===== config.mk =====
export PLATFORM = sky130hd
export DESIGN_NAME = acc_core
export DESIGN_NICKNAME = d
export VERILOG_FILES = /design/src/rtl/acc_pkg.sv /design/src/rtl/acc_decode.sv /design/src/rtl/acc_alu.sv /design/src/rtl/acc_branch.sv /design/src/rtl/acc_core.sv
export SDC_FILE = /design/constraint.sdc
export NUM_CORES = 1
export LEC_CHECK = 0
export BUFFER_PORTS_ARGS = -buffer_cell sky130_fd_sc_hd__clkbuf_2
export CELL_PAD_IN_SITES_DETAIL_PLACEMENT = 2
export CELL_PAD_IN_SITES_GLOBAL_PLACEMENT = 2
export CORE_MARGIN = 2
export CORE_UTILIZATION = 31
export CTS_CLUSTER_DIAMETER = 80
export DETAILED_ROUTE_END_ITERATION = 8
export GPL_ROUTABILITY_DRIVEN = 0
export GPL_TIMING_DRIVEN = 0
export MAX_ROUTING_LAYER = met4
export PLACE_DENSITY_LB_ADDON = 0.25
export SKIP_LAST_GASP = 1
export SLEW_MARGIN = 20
export SYNTH_ARGS = -nofsm -noshare
export SYNTH_HDL_FRONTEND = slang
export SYNTH_HIERARCHICAL = 1
export SYNTH_SLANG_ARGS = --single-unit

===== constraint.sdc =====
create_clock -name clk -period 2.5 [get_ports clk]
set_clock_uncertainty 0.1 [all_clocks]
set_input_delay 0.625 -clock clk [delete_from_list [all_inputs] [get_ports clk]]
set_output_delay 0.625 -clock clk [all_outputs]
set_load 0.03 [all_outputs]

===== src/rtl/acc_pkg.sv =====
package acc_pkg;

    typedef enum logic [3:0] {
        OP_NOP   = 4'h0,
        OP_LOAD  = 4'h1,
        OP_STORE = 4'h2,
        OP_ADD   = 4'h3,
        OP_SUB   = 4'h4,
        OP_IN    = 4'h5,
        OP_OUT   = 4'h6,
        OP_JMP   = 4'h7,
        OP_JNEG  = 4'h8,
        OP_HALT  = 4'h9,
        OP_CMP   = 4'hA,
        OP_JGT   = 4'hB,
        OP_JEQ   = 4'hC,
        OP_JLT   = 4'hD,
        OP_RSV_E = 4'hE,
        OP_RSV_F = 4'hF
    } opcode_t;

    typedef enum logic [1:0] {
        ST_FETCH  = 2'd0,
        ST_DECODE = 2'd1,
        ST_EXEC   = 2'd2,
        ST_HALT   = 2'd3
    } core_state_t;

    typedef enum logic [2:0] {
        ALU_NONE,
        ALU_LOAD,
        ALU_ADD,
        ALU_SUB,
        ALU_PORT
    } alu_op_t;

    typedef enum logic [2:0] {
        BR_NONE,
        BR_ALWAYS,
        BR_NEG,
        BR_GT,
        BR_EQ,
        BR_LT
    } branch_t;

    typedef struct packed {
        alu_op_t alu_op;
        branch_t br;
        logic    op_store;
        logic    op_in;
        logic    op_out;
        logic    op_cmp;
        logic    op_halt;
        logic    is_nop;
    } ctrl_t;

endpackage


===== src/rtl/acc_decode.sv =====
module acc_decode
    import acc_pkg::*;
(
    input  opcode_t op,
    output ctrl_t   ctrl
);
    always_comb begin
        ctrl = '{alu_op: ALU_NONE, br: BR_NONE, op_store: 1'b0, op_in: 1'b0,
                 op_out: 1'b0, op_cmp: 1'b0, op_halt: 1'b0, is_nop: 1'b0};
        case (op)
            OP_LOAD:  ctrl.alu_op = ALU_LOAD;
            OP_ADD:   ctrl.alu_op = ALU_ADD;
            OP_SUB:   ctrl.alu_op = ALU_SUB;
            OP_STORE: ctrl.op_store = 1'b1;
            OP_IN: begin
                ctrl.op_in  = 1'b1;
                ctrl.alu_op = ALU_PORT;
            end
            OP_OUT:   ctrl.op_out  = 1'b1;
            OP_JMP:   ctrl.br      = BR_ALWAYS;
            OP_JNEG:  ctrl.br      = BR_NEG;
            OP_HALT:  ctrl.op_halt = 1'b1;
            OP_CMP:   ctrl.op_cmp  = 1'b1;
            OP_JGT:   ctrl.br      = BR_GT;
            OP_JEQ:   ctrl.br      = BR_EQ;
            OP_JLT:   ctrl.br      = BR_LT;
            default:  ctrl.is_nop  = 1'b1;
        endcase
    end
endmodule


===== src/rtl/acc_alu.sv =====
module acc_alu
    import acc_pkg::*;
#(
    parameter int DATA_W = 16
) (
    input  alu_op_t           op,
    input  logic [DATA_W-1:0] acc,
    input  logic [DATA_W-1:0] mem_word,
    input  logic [DATA_W-1:0] port_word,
    output logic [DATA_W-1:0] result,
    output logic              wr_acc,
    output logic              cmp_gt,
    output logic              cmp_eq,
    output logic              cmp_lt
);
    always_comb begin
        wr_acc = 1'b1;
        case (op)
            ALU_LOAD: result = mem_word;
            ALU_ADD:  result = acc + mem_word;
            ALU_SUB:  result = acc - mem_word;
            ALU_PORT: result = port_word;
            default: begin
                result = acc;
                wr_acc = 1'b0;
            end
        endcase
    end

    always_comb begin
        cmp_eq = (acc == mem_word);
        cmp_gt = ($signed(acc) > $signed(mem_word));
        cmp_lt = !cmp_eq && !cmp_gt;
    end
endmodule


===== src/rtl/acc_branch.sv =====
module acc_branch
    import acc_pkg::*;
(
    input  branch_t br,
    input  logic    acc_neg,
    input  logic    flag_gt,
    input  logic    flag_eq,
    input  logic    flag_lt,
    output logic    take
);
    always_comb begin
        case (br)
            BR_ALWAYS: take = 1'b1;
            BR_NEG:    take = acc_neg;
            BR_GT:     take = flag_gt;
            BR_EQ:     take = flag_eq;
            BR_LT:     take = flag_lt;
            default:   take = 1'b0;
        endcase
    end
endmodule


===== src/rtl/acc_core.sv =====
module acc_core
    import acc_pkg::*;
#(
    parameter int DATA_W = 16,
    parameter int ADDR_W = 12,
    parameter int PORT_W = 8
) (
    input  logic              clk,
    input  logic              rst_n,
    output logic [ADDR_W-1:0] mem_addr,
    output logic [DATA_W-1:0] mem_wdata,
    input  logic [DATA_W-1:0] mem_rdata,
    output logic              mem_we,
    output logic [PORT_W-1:0] io_port,
    output logic              io_rd,
    output logic              io_wr,
    input  logic [DATA_W-1:0] io_rdata,
    output logic [DATA_W-1:0] io_wdata,
    output logic              halted
);
    localparam int OP_W   = DATA_W - ADDR_W;
    localparam int OP_LSB = ADDR_W;

    typedef struct packed {
        core_state_t       state;
        logic [ADDR_W-1:0] pc;
        logic [DATA_W-1:0] ir;
        logic [DATA_W-1:0] acc;
        logic              gt;
        logic              eq;
        logic              lt;
    } regs_t;

    regs_t regs_d, regs_q;

    ctrl_t             ctrl;
    logic [DATA_W-1:0] alu_res;
    logic              alu_wr;
    logic              cmp_gt, cmp_eq, cmp_lt;
    logic              br_take;
    logic [ADDR_W-1:0] pc_inc;
    logic [ADDR_W-1:0] operand;

    assign operand = regs_q.ir[ADDR_W-1:0];
    assign pc_inc  = regs_q.pc + 1'b1;

    acc_decode u_decode (
        .op   (opcode_t'(regs_q.ir[OP_LSB +: OP_W])),
        .ctrl (ctrl)
    );

    acc_alu #(.DATA_W(DATA_W)) u_alu (
        .op        (ctrl.alu_op),
        .acc       (regs_q.acc),
        .mem_word  (mem_rdata),
        .port_word (io_rdata),
        .result    (alu_res),
        .wr_acc    (alu_wr),
        .cmp_gt    (cmp_gt),
        .cmp_eq    (cmp_eq),
        .cmp_lt    (cmp_lt)
    );

    acc_branch u_branch (
        .br      (ctrl.br),
        .acc_neg (regs_q.acc[DATA_W-1]),
        .flag_gt (regs_q.gt),
        .flag_eq (regs_q.eq),
        .flag_lt (regs_q.lt),
        .take    (br_take)
    );

    always_comb begin
        regs_d   = regs_q;
        mem_addr = regs_q.pc;
        mem_we   = 1'b0;
        io_rd    = 1'b0;
        io_wr    = 1'b0;
        case (regs_q.state)
            ST_FETCH: begin
                mem_addr     = regs_q.pc;
                regs_d.state = ST_DECODE;
            end
            ST_DECODE: begin
                regs_d.ir    = mem_rdata;
                mem_addr     = mem_rdata[ADDR_W-1:0];
                regs_d.state = ST_EXEC;
            end
            ST_EXEC: begin
                mem_addr = operand;
                mem_we   = ctrl.op_store;
                io_rd    = ctrl.op_in;
                io_wr    = ctrl.op_out;
                if (alu_wr) begin
                    regs_d.acc = alu_res;
                end
                if (ctrl.op_cmp) begin
                    regs_d.gt = cmp_gt;
                    regs_d.eq = cmp_eq;
                    regs_d.lt = cmp_lt;
                end
                if (ctrl.op_halt) begin
                    regs_d.state = ST_HALT;
                end else begin
                    regs_d.state = ST_FETCH;
                    regs_d.pc    = br_take ? operand : pc_inc;
                end
            end
            default: begin
                regs_d.state = ST_HALT;
            end
        endcase
    end

    always_ff @(posedge clk or negedge rst_n) begin
        if (!rst_n) begin
            regs_q <= '{state: ST_FETCH, pc: '0, ir: '0, acc: '0,
                        gt: 1'b0, eq: 1'b0, lt: 1'b0};
        end else begin
            regs_q <= regs_d;
        end
    end

    assign mem_wdata = regs_q.acc;
    assign io_wdata  = regs_q.acc;
    assign io_port   = regs_q.ir[PORT_W-1:0];
    assign halted    = (regs_q.state == ST_HALT);

    p_strobe_excl_r5: assert property (@(posedge clk) disable iff (!rst_n)
        $onehot0({mem_we, io_rd, io_wr}));

    p_rd_pulse_r5: assert property (@(posedge clk) disable iff (!rst_n)
        io_rd |=> !io_rd);

    p_wr_pulse_r4: assert property (@(posedge clk) disable iff (!rst_n)
        mem_we |=> !mem_we);

    p_halt_quiet_r8: assert property (@(posedge clk) disable iff (!rst_n)
        halted |-> !(mem_we || io_rd || io_wr));

    p_halt_sticky_r8: assert property (@(posedge clk) disable iff (!rst_n)
        halted |=> halted);

    p_phase_seq_r2: assert property (@(posedge clk) disable iff (!rst_n)
        (regs_q.state == ST_FETCH) |=> (regs_q.state == ST_DECODE));

    p_flags_hold_r7: assert property (@(posedge clk) disable iff (!rst_n)
        !(regs_q.state == ST_EXEC && ctrl.op_cmp) |=> $stable({regs_q.gt, regs_q.eq, regs_q.lt}));

    p_flags_onehot_r7: assert property (@(posedge clk) disable iff (!rst_n)
        (regs_q.state == ST_EXEC && ctrl.op_cmp) |=> $onehot({regs_q.gt, regs_q.eq, regs_q.lt}));

    p_nop_pc_r9: assert property (@(posedge clk) disable iff (!rst_n)
        (regs_q.state == ST_EXEC && ctrl.is_nop) |=> (regs_q.pc == ADDR_W'($past(regs_q.pc) + 1'b1)));

    p_nop_acc_r9: assert property (@(posedge clk) disable iff (!rst_n)
        (regs_q.state == ST_EXEC && ctrl.is_nop) |=> $stable(regs_q.acc));

endmodule


==> Word-level counts from Yosys, hierarchy flattened <==
Index checks and enable logic that the tools add are counted.
{ "totals": {"ff_bits": 49, "inputBits": 34, "output_inout_bits": 56, "elab_cells": 64} }
{ "op_classes": {"addsub": 3, "n_lt_le_gt_ge": 1, "eq_ne": 26, "muxes": 17, "bitwise": 1, "reduce_logical": 9} }
{ "op_table": {"columns": ["cell", "n"], "rows": [
  ["one-hot mux 16 bit (4 select lines)", 1],
  ["== test 4 bit (second input constant)", 6],
  ["one-hot mux 12 bit (2 select lines)", 1],
  ["adder 16 bit", 1],
  ["== test 16 bit", 1],
  ["== test 4 x 3 -> 1 bit (second input constant)", 4],
  ["> comparator 16 bit", 1],
  ["subtractor 16 bit", 1],
  ["one-hot mux 3 bit (5 select lines)", 1],
  ["adder 12 x 1 -> 12 bit (second input constant)", 1],
  ["== test 3 x 2 -> 1 bit (second input constant)", 4],
  ["2-to-1 mux 12 bit", 1],
  ["one-hot mux 3 bit (4 select lines)", 1],
  ["== test 3 bit (second input constant)", 3],
  ["2-to-1 mux 1 bit", 9],
  ["== test 4 x 2 -> 1 bit (second input constant)", 2],
  ["== test 3 x 1 -> 1 bit (second input constant)", 2],
  ["one-hot mux 2 bit (3 select lines)", 1],
  ["one-hot mux 1 bit (5 select lines)", 1],
  ["== test 2 bit (second input constant)", 2],
  ["== test 4 x 1 -> 1 bit (second input constant)", 1],
  ["AND reduction 2 bit", 2],
  ["nonzero test 4 bit", 1],
  ["OR reduction 4 bit", 1],
  ["other kinds (7)", 8]
]} }

==> Depth between registers and ports, before layout <==
Gate-level depths: netlist of the first run.
{ "logic_depth": {"ltp_word": 6, "ltp_mapped": 12, "depth_no_buf": 11} }

==> Modules after synthesis <==
Netlist of the first run, hierarchy kept.
{ "by_module_without_submodules": {"columns": ["mod", "n_inst", "cells_each", "area_per_inst_um2", "seq_area_each_um2"], "rows": [
  ["acc_core", 1, 259, 2708.8, 1226.2],
  ["acc_alu", 1, 351, 2301.0, 0.0],
  ["acc_decode", 1, 28, 176.4, 0.0],
  ["acc_branch", 1, 6, 40.0, 0.0]
]} }

==> Worst setup path after synthesis of the first run <==
OpenSTA, ideal clock, no wires.
{ "synth_path": {"path_kind": "input port to flip-flop", "from": "input mem_rdata[0]", "to": "register regs_q[17], in the netlist io_wdata[14]", "setup_ps": 125, "t_arrival_ps": 2615, "required_time_ps": 2275, "setup_slack_ps": -340, "stages": 10, "path_buffers": 0, "cell_sequence": "ha_1 inv_1 fa_1 o21bai_1 a2111oi_2 nor4_1 o21ai_1 mux2i_1 o32a_1 mux2_2"} }
{ "synth_between": {"elab_chain_len": 2, "word_cells_on_any_way": 3, "cone_classes": "add/sub: 2; mux: 1"} }
{ "synth_lines": {"columns": ["element", "line_no", "rtl"], "rows": [
  ["from (decl)", "acc_core.sv:12", "input logic [DATA_W-1:0] mem_rdata,"],
  ["subtractor 16 bit or adder 16 bit (tied branches)", "acc_alu.sv:21, acc_alu.sv:20", null],
  ["one-hot mux 16 bit (4 select lines) *", "acc_alu.sv:18", "case (op)"],
  ["named net alu_res[14]", "acc_core.sv:37", "logic [DATA_W-1:0] alu_res;"],
  ["to (signal assigned)", "acc_core.sv:117", "regs_q <= '{state: ST_FETCH, pc: '0, ir: '0, acc: '0,"],
  ["to (signal assigned)", "acc_core.sv:120", "regs_q <= regs_d;"],
  ["to (decl)", "acc_core.sv:34", "regs_t regs_d, regs_q;"]
]} }
The timed path passes the listed nets; every way through them passes the cells marked *.
A chain may end at the register's enable or synchronous reset.

==> Worst setup path after layout of the first run <==
{ "layout_path": {"from": "input mem_rdata[7]", "to": "register regs_q[17], in the netlist io_wdata[14]"} }
The elaborated chain is that of the path after synthesis.

==> flow_metrics.py, run 1 <==
metrics = {
    "yosys": {
        "ys_warn_count": 6,
        "synth_fp_nets": 715,
        "syn_area_um2": 5210,
        "synth_cells": 642,
        "syn_area_per_cell_um2": 8.12,
    },
    "floorplanning": {
        "ioPinCount": 90,
        "rows": 47,
        "die_h_um": 134,
        "core_area_um2": 16500,
        "dieArea_um2": 17900,
        "floorplan.initialDensity_pct": 31.5,
        "die_x_um": 134,
    },
    "sta": {
        "period_needed_ns": 2.85,
        "fmax_mhz": 351,
        "fin_ws_ns": -0.346,
        "hold_violations": 0,
        "finalSetupViolCount": 17,
        "worst_slew_margin_rel_pct": 62.9,
        "rsz0062_at_grt": "true",
        "drv_slew": 0,
        "period_share_pct": 114,
        "worst_pin_slew_ns": 0.553,
    },
    "detailed_routing": {
        "wl_per_cell_um": 24.2,
        "vias": 5701,
        "via_per_inst": 5.70,
        "drt_iter0_drc": 220,
        "drt_wl_total_mm": 24.2,
        "ant_nets": 0,
        "route.detailed.drc": 0,
        "dr.pass1.iters": 5,
    },
    "job": {
        "drv_cap": 0,
    },
    "critical_path": {
        "crit_fanout": 4,
        "crit_start": "mem_rdata[7]",
        "crit_arrival_ns": 2.94,
        "cpPeakStageDelay_ns": 0.41,
        "worstPathRequired_ns": 2.59,
        "start_kind": "input pin",
        "slowest_stage": "a2111o_1",
        "r2r_cells": 11,
        "worstSetupEndpointType": "flip-flop",
        "crit_chain": "clkbuf_2 -> inv_1 -> ha_4 -> a21o_1 -> nand3_1 -> a31oi_1 -> a2111o_1 -> buf_4 -> nor2_2 -> nor3b_2 -> o32a_1 -> mux2_4",
        "crit_type": "input pin to flip-flop",
        "regToRegStartpoint": "io_wdata[0]",
    },
    "cells_and_area": {
        "drive_gt1_share_pct": 49.0,
        "antenna_cells": 0,
        "nFillCells": 1815,
        "fin_nets": 852,
        "utilization_pct": 45.2,
        "final_common_cell": "buf_4",
        "final_cell_mix": "92 x buf_4, 69 x clkbuf_2, 59 x a21oi_1, 44 x nor2_1, 38 x dfrtp_1",
        "syn_to_final_growth_pct": 43.2,
    },
    "global_route": {
        "grt_remaining_overflow": 0,
        "antenna_found_initial": 0,
        "grt_pass1_wl_mm": 34.6,
        "grt_max_degree": 44,
        "grt_pass1_vias": 6041,
        "grt_usage_pct": 25.9,
    },
    "placed_design": {
        "dp_hpwl_mm": 16.7,
        "numPortBuffers": 89,
    },
    "clock_network": {
        "cts_tree": "yes",
        "ctsHoldBuffers": 0,
        "htree_num_levels": 2,
        "clk_path_buf_depth": 2,
        "clkSlewWorstSetupHoldPaths_ns": 0.08,
        "cts_sinks": 49,
        "cts_root_buffer": "clkbuf_16",
        "cts_buffers": 5,
        "clk-insertion-delay-late_ns": 0.31,
    },
    "hold_path": {
        "min_path_type": "input pin to asynchronous set/reset pin",
    },
    "status": {
        "status": "finished with violations",
        "failed_checks": "setup timing",
    },
}
-- sequential cells by signal, summed over array words and instances, names as in the netlist --
signal    cells
regs_q       21
operand       4
io_port       8
io_wdata     16
-- final timing paths --
path | endpoint | slack, ns
worst max-delay path | io_wdata[14] | -0.35
worst min register to register | regs_q[0] | 0.43
worst min-delay path | io_wdata[8] | 0.08
min in group clk | regs_q[0] | 0.43
worst max register to register | io_wdata[14] | -0.34
max in group asynchronous | io_wdata[0] | 1.72
-- per-layer routing --
metal  vias to the layer above  part of all wire [%]  global-route usage [%]
li1                       2550                     -                       -
met1                      2887                    42                    32.0
met2                       212                    50                    43.6
met3                        52                   4.0                    2.89
met4                         0                   3.9                    9.75
met5                         -                     0                       -
-- area by class of cell --
| class | instances | area, µm² | area share, % |
|---|---|---|---|
| Tap cell | 220 | 275 | 3.69 |
| Timing Repair Buffer | 137 | 1010 | 13.5 |
| Clock buffer | 5 | 125 | 1.68 |
| Inverter | 39 | 173 | 2.31 |
| Clock inverter | 3 | 21.3 | 0.285 |
| Buffer | 71 | 623 | 8.35 |
| Multi-Input combinational cell | 476 | 4000 | 53.5 |
| Sequential cell | 49 | 1240 | 16.6 |
-- what timing repair did --
item                                   4_1_cts  5_1_grt
pin swaps                                   12       32
resized for setup                          101      147
setup buffers                               24       23
endpoints found under the hold margin        0        0
setup endpoints to repair                   46       42
-- worst max-delay path, delay by kind of cell --
| family | cells | cell delay [ns] |
|---|---|---|
| multiplexers | 1 | 0.27 |
| buffers and inverters | 3 | 0.43 |
| AO/OA/AOI/OAI | 4 | 1.02 |
| adder cells (fa/ha/maj) | 1 | 0.28 |
| AND/OR/NAND/NOR | 3 | 0.31 |
-- through the flow --
stage / setup TNS [ns] / hold WS [ns] / setup WS (ns) / instance area [µm²] / std cells
2_1_floorplan: -0.611 / 0.229 / -0.195 / 5410 / 642
3_3_place_gp: -17.03 / 0.393 / -0.949 / 6130 / 951
3_5_place_dp: -21.75 / 0.407 / -1.05 / 6160 / 952
4_1_cts: -3.54 / 0.0735 / -0.309 / 6830 / 978
5_1_grt: -4.70 / 0.0724 / -0.395 / 7460 / 1000
6_report: -2.62 / 0.0809 / -0.346 / 7460 / 1000
Power of run 1 is not shown: default switching activity piles up to over one toggle a cycle in this logic, so the estimate is an artifact.
==> run 2: changes to the inputs <==
- CORE_ASPECT_RATIO: unset -> 0.75
- CORE_MARGIN: 2 -> 3
==> flow_metrics.py, run 2 (synthesis results as in run 1) <==
metrics = {
    "status": {
        "status": "finished with violations",
        "failed_checks": "setup timing",
    },
    "critical_path": {
        "crit_chain": "clkbuf_16 -> ha_4 -> inv_2 -> fa_2 -> o21bai_4 -> a2111oi_4 -> nor4_4 -> o21ai_2 -> mux2i_1 -> o32a_1 -> mux2_4",
        "crit_fanout": 3,
        "cpPeakStageDelay_ns": 0.39,
        "worst-path-buf-inv": 2,
        "worstSetupEndpointType": "flip-flop",
        "crit_arrival_ns": 2.93,
        "slowest_stage": "o32a_1",
        "crit_type": "input pin to flip-flop",
        "path_delay_family": "compound AO/OA/AOI/OAI gates",
        "start_kind": "input pin",
        "worstPathRequired_ns": 2.61,
    },
    "clock_network": {
        "cts_root_buffer": "clkbuf_16",
        "cts_tree": "yes",
        "clk_path_buf_depth": 2,
        "ctsHoldBuffers": 0,
        "htree_num_levels": 2,
        "clk-insertion-delay-late_ns": 0.32,
        "clkSlewWorstSetupHoldPaths_ns": 0.09,
        "cts_buffers": 5,
        "cts_sinks": 49,
    },
    "cells_and_area": {
        "largest_register_ffs": 21,
        "regMostFlops": "regs_q",
        "drive_gt1_share_pct": 52.7,
        "fin_nets": 877,
        "syn_to_final_growth_pct": 51.6,
        "nFillCells": 1753,
        "final_common_cell": "buf_4",
        "antenna_cells": 0,
        "final_cell_mix": "109 x buf_4, 70 x clkbuf_2, 58 x a21oi_1, 41 x nor2_1, 37 x dfrtp_1",
    },
    "sta": {
        "rsz0062_at_grt": "true",
        "period_share_pct": 113,
        "worst_slew_margin_rel_pct": 44.9,
        "finalSetupViolCount": 26,
        "drv_slew": 0,
        "worst_pin_slew_ns": 0.826,
        "hold_violations": 0,
        "period_needed_ns": 2.82,
        "fmax_mhz": 354,
        "fin_ws_ns": -0.321,
    },
    "floorplanning": {
        "rows": 40,
        "ioPinCount": 90,
        "core_area_um2": 16200,
        "floorplan.initialDensity_pct": 32.1,
        "die_x_um": 156,
        "die_h_um": 118,
        "dieArea_um2": 18400,
    },
    "detailed_routing": {
        "via_per_inst": 5.91,
        "wl_per_cell_um": 27.1,
        "wl_met1_mm": 12.3,
        "ant_nets": 0,
        "topRoutingLayerUsed": "met4",
        "dr_wl_met2_mm": 13.3,
        "dr_wl_met3_mm": 1.25,
        "drt_wl_total_mm": 27.5,
        "dr.pass1.iters": 5,
        "route.detailed.drc": 0,
        "drt_iter0_drc": 406,
        "vias": 6003,
    },
    "global_route": {
        "grt_usage_pct": 26.3,
        "grt_remaining_overflow": 0,
        "grt_max_degree": 50,
        "grt_pass1_vias": 6172,
        "antenna_found_initial": 0,
        "grt_pass1_wl_mm": 37.2,
    },
    "placed_design": {
        "numPortBuffers": 89,
        "dp_hpwl_mm": 16.8,
        "pre_cts_ws_ns": -1.04,
    },
    "job": {
        "drv_cap": 0,
    },
    "hold_path": {
        "min_path_type": "input pin to asynchronous set/reset pin",
    },
}
## run 2: changes by cell type in the layout (fill, tap and decap cells not counted), moves of 3 or more
| cell | change |
|---|---|
| buf_4 | +17 |
| a22oi_1 | +6 |
| a22oi_2 | -6 |
| clkbuf_4 | +6 |
| a21oi_4 | +4 |
| a21oi_2 | -3 |
| nor2_1 | -3 |
| nor3b_1 | -3 |
| nor3b_2 | +3 |
| o21ai_0 | -3 |
## run 2: layout make-up
class,count,area (µm²),share of cell area [%]
repair buffers,165,1220,15.4
multi-input cells,476,4190,53.0
clock buffers,5,125,1.58
well taps,210,263,3.33
clock inverters,3,68.8,0.871
plain buffers,68,631,7.98
flip-flops and latches,49,1240,15.7
inverters,39,168,2.12
## run 2: per-stage QoR
stage	util (%)	setup TNS, ns	hold slack, ns	std cells	area (µm²)
final	48.7	-2.94	0.293	1015	7900
after floorplan	-	-0.611	0.229	642	5410
after global placement	37.7	-16.60	0.386	941	6120
after global routing	48.7	-5.29	0.347	1015	7900
after CTS	44.5	-1.52	0.324	982	7220
after detailed placement	37.7	-20.85	0.398	941	6120
## run 2: timing repair
action	in CTS	in global routing
gates resized for setup	155	127
setup buffers	40	33
setup endpoints to repair	45	43
gates cloned	0	3
pin swaps	38	38
## run 2: layer usage
layer  global-route usage [%]  vias up
li1                         -     2605
met4                     5.25        0
met3                     3.55       41
met1                     35.7     3140
met2                     42.3      217
met5                        -        -
## run 2: worst reg2reg max path: stages (launching register included)
cell       delay (ns)
dfrtp_2          0.41
ha_4             0.15
inv_2            0.03
fa_2             0.36
o21bai_4         0.20
a2111oi_4        0.13
nor4_4           0.38
o21ai_2          0.14
mux2i_1          0.16
o32a_1           0.39
mux2_4           0.27
## run 2: worst paths after layout
check	from	depth (start not counted)	slack (ns)	endpoint
min in group clk	regs_q[1]	1	0.42	regs_q[1]
max	mem_rdata[0]	11	-0.32	io_wdata[14]
max reg2reg	io_wdata[0]	10	-0.29	io_wdata[14]
max in group asynchronous	rst_n	1	1.36	io_wdata[2]
min reg2reg	regs_q[1]	1	0.42	regs_q[1]
min	rst_n	1	0.29	io_wdata[12]
Power of run 2 is left out for the same reason.
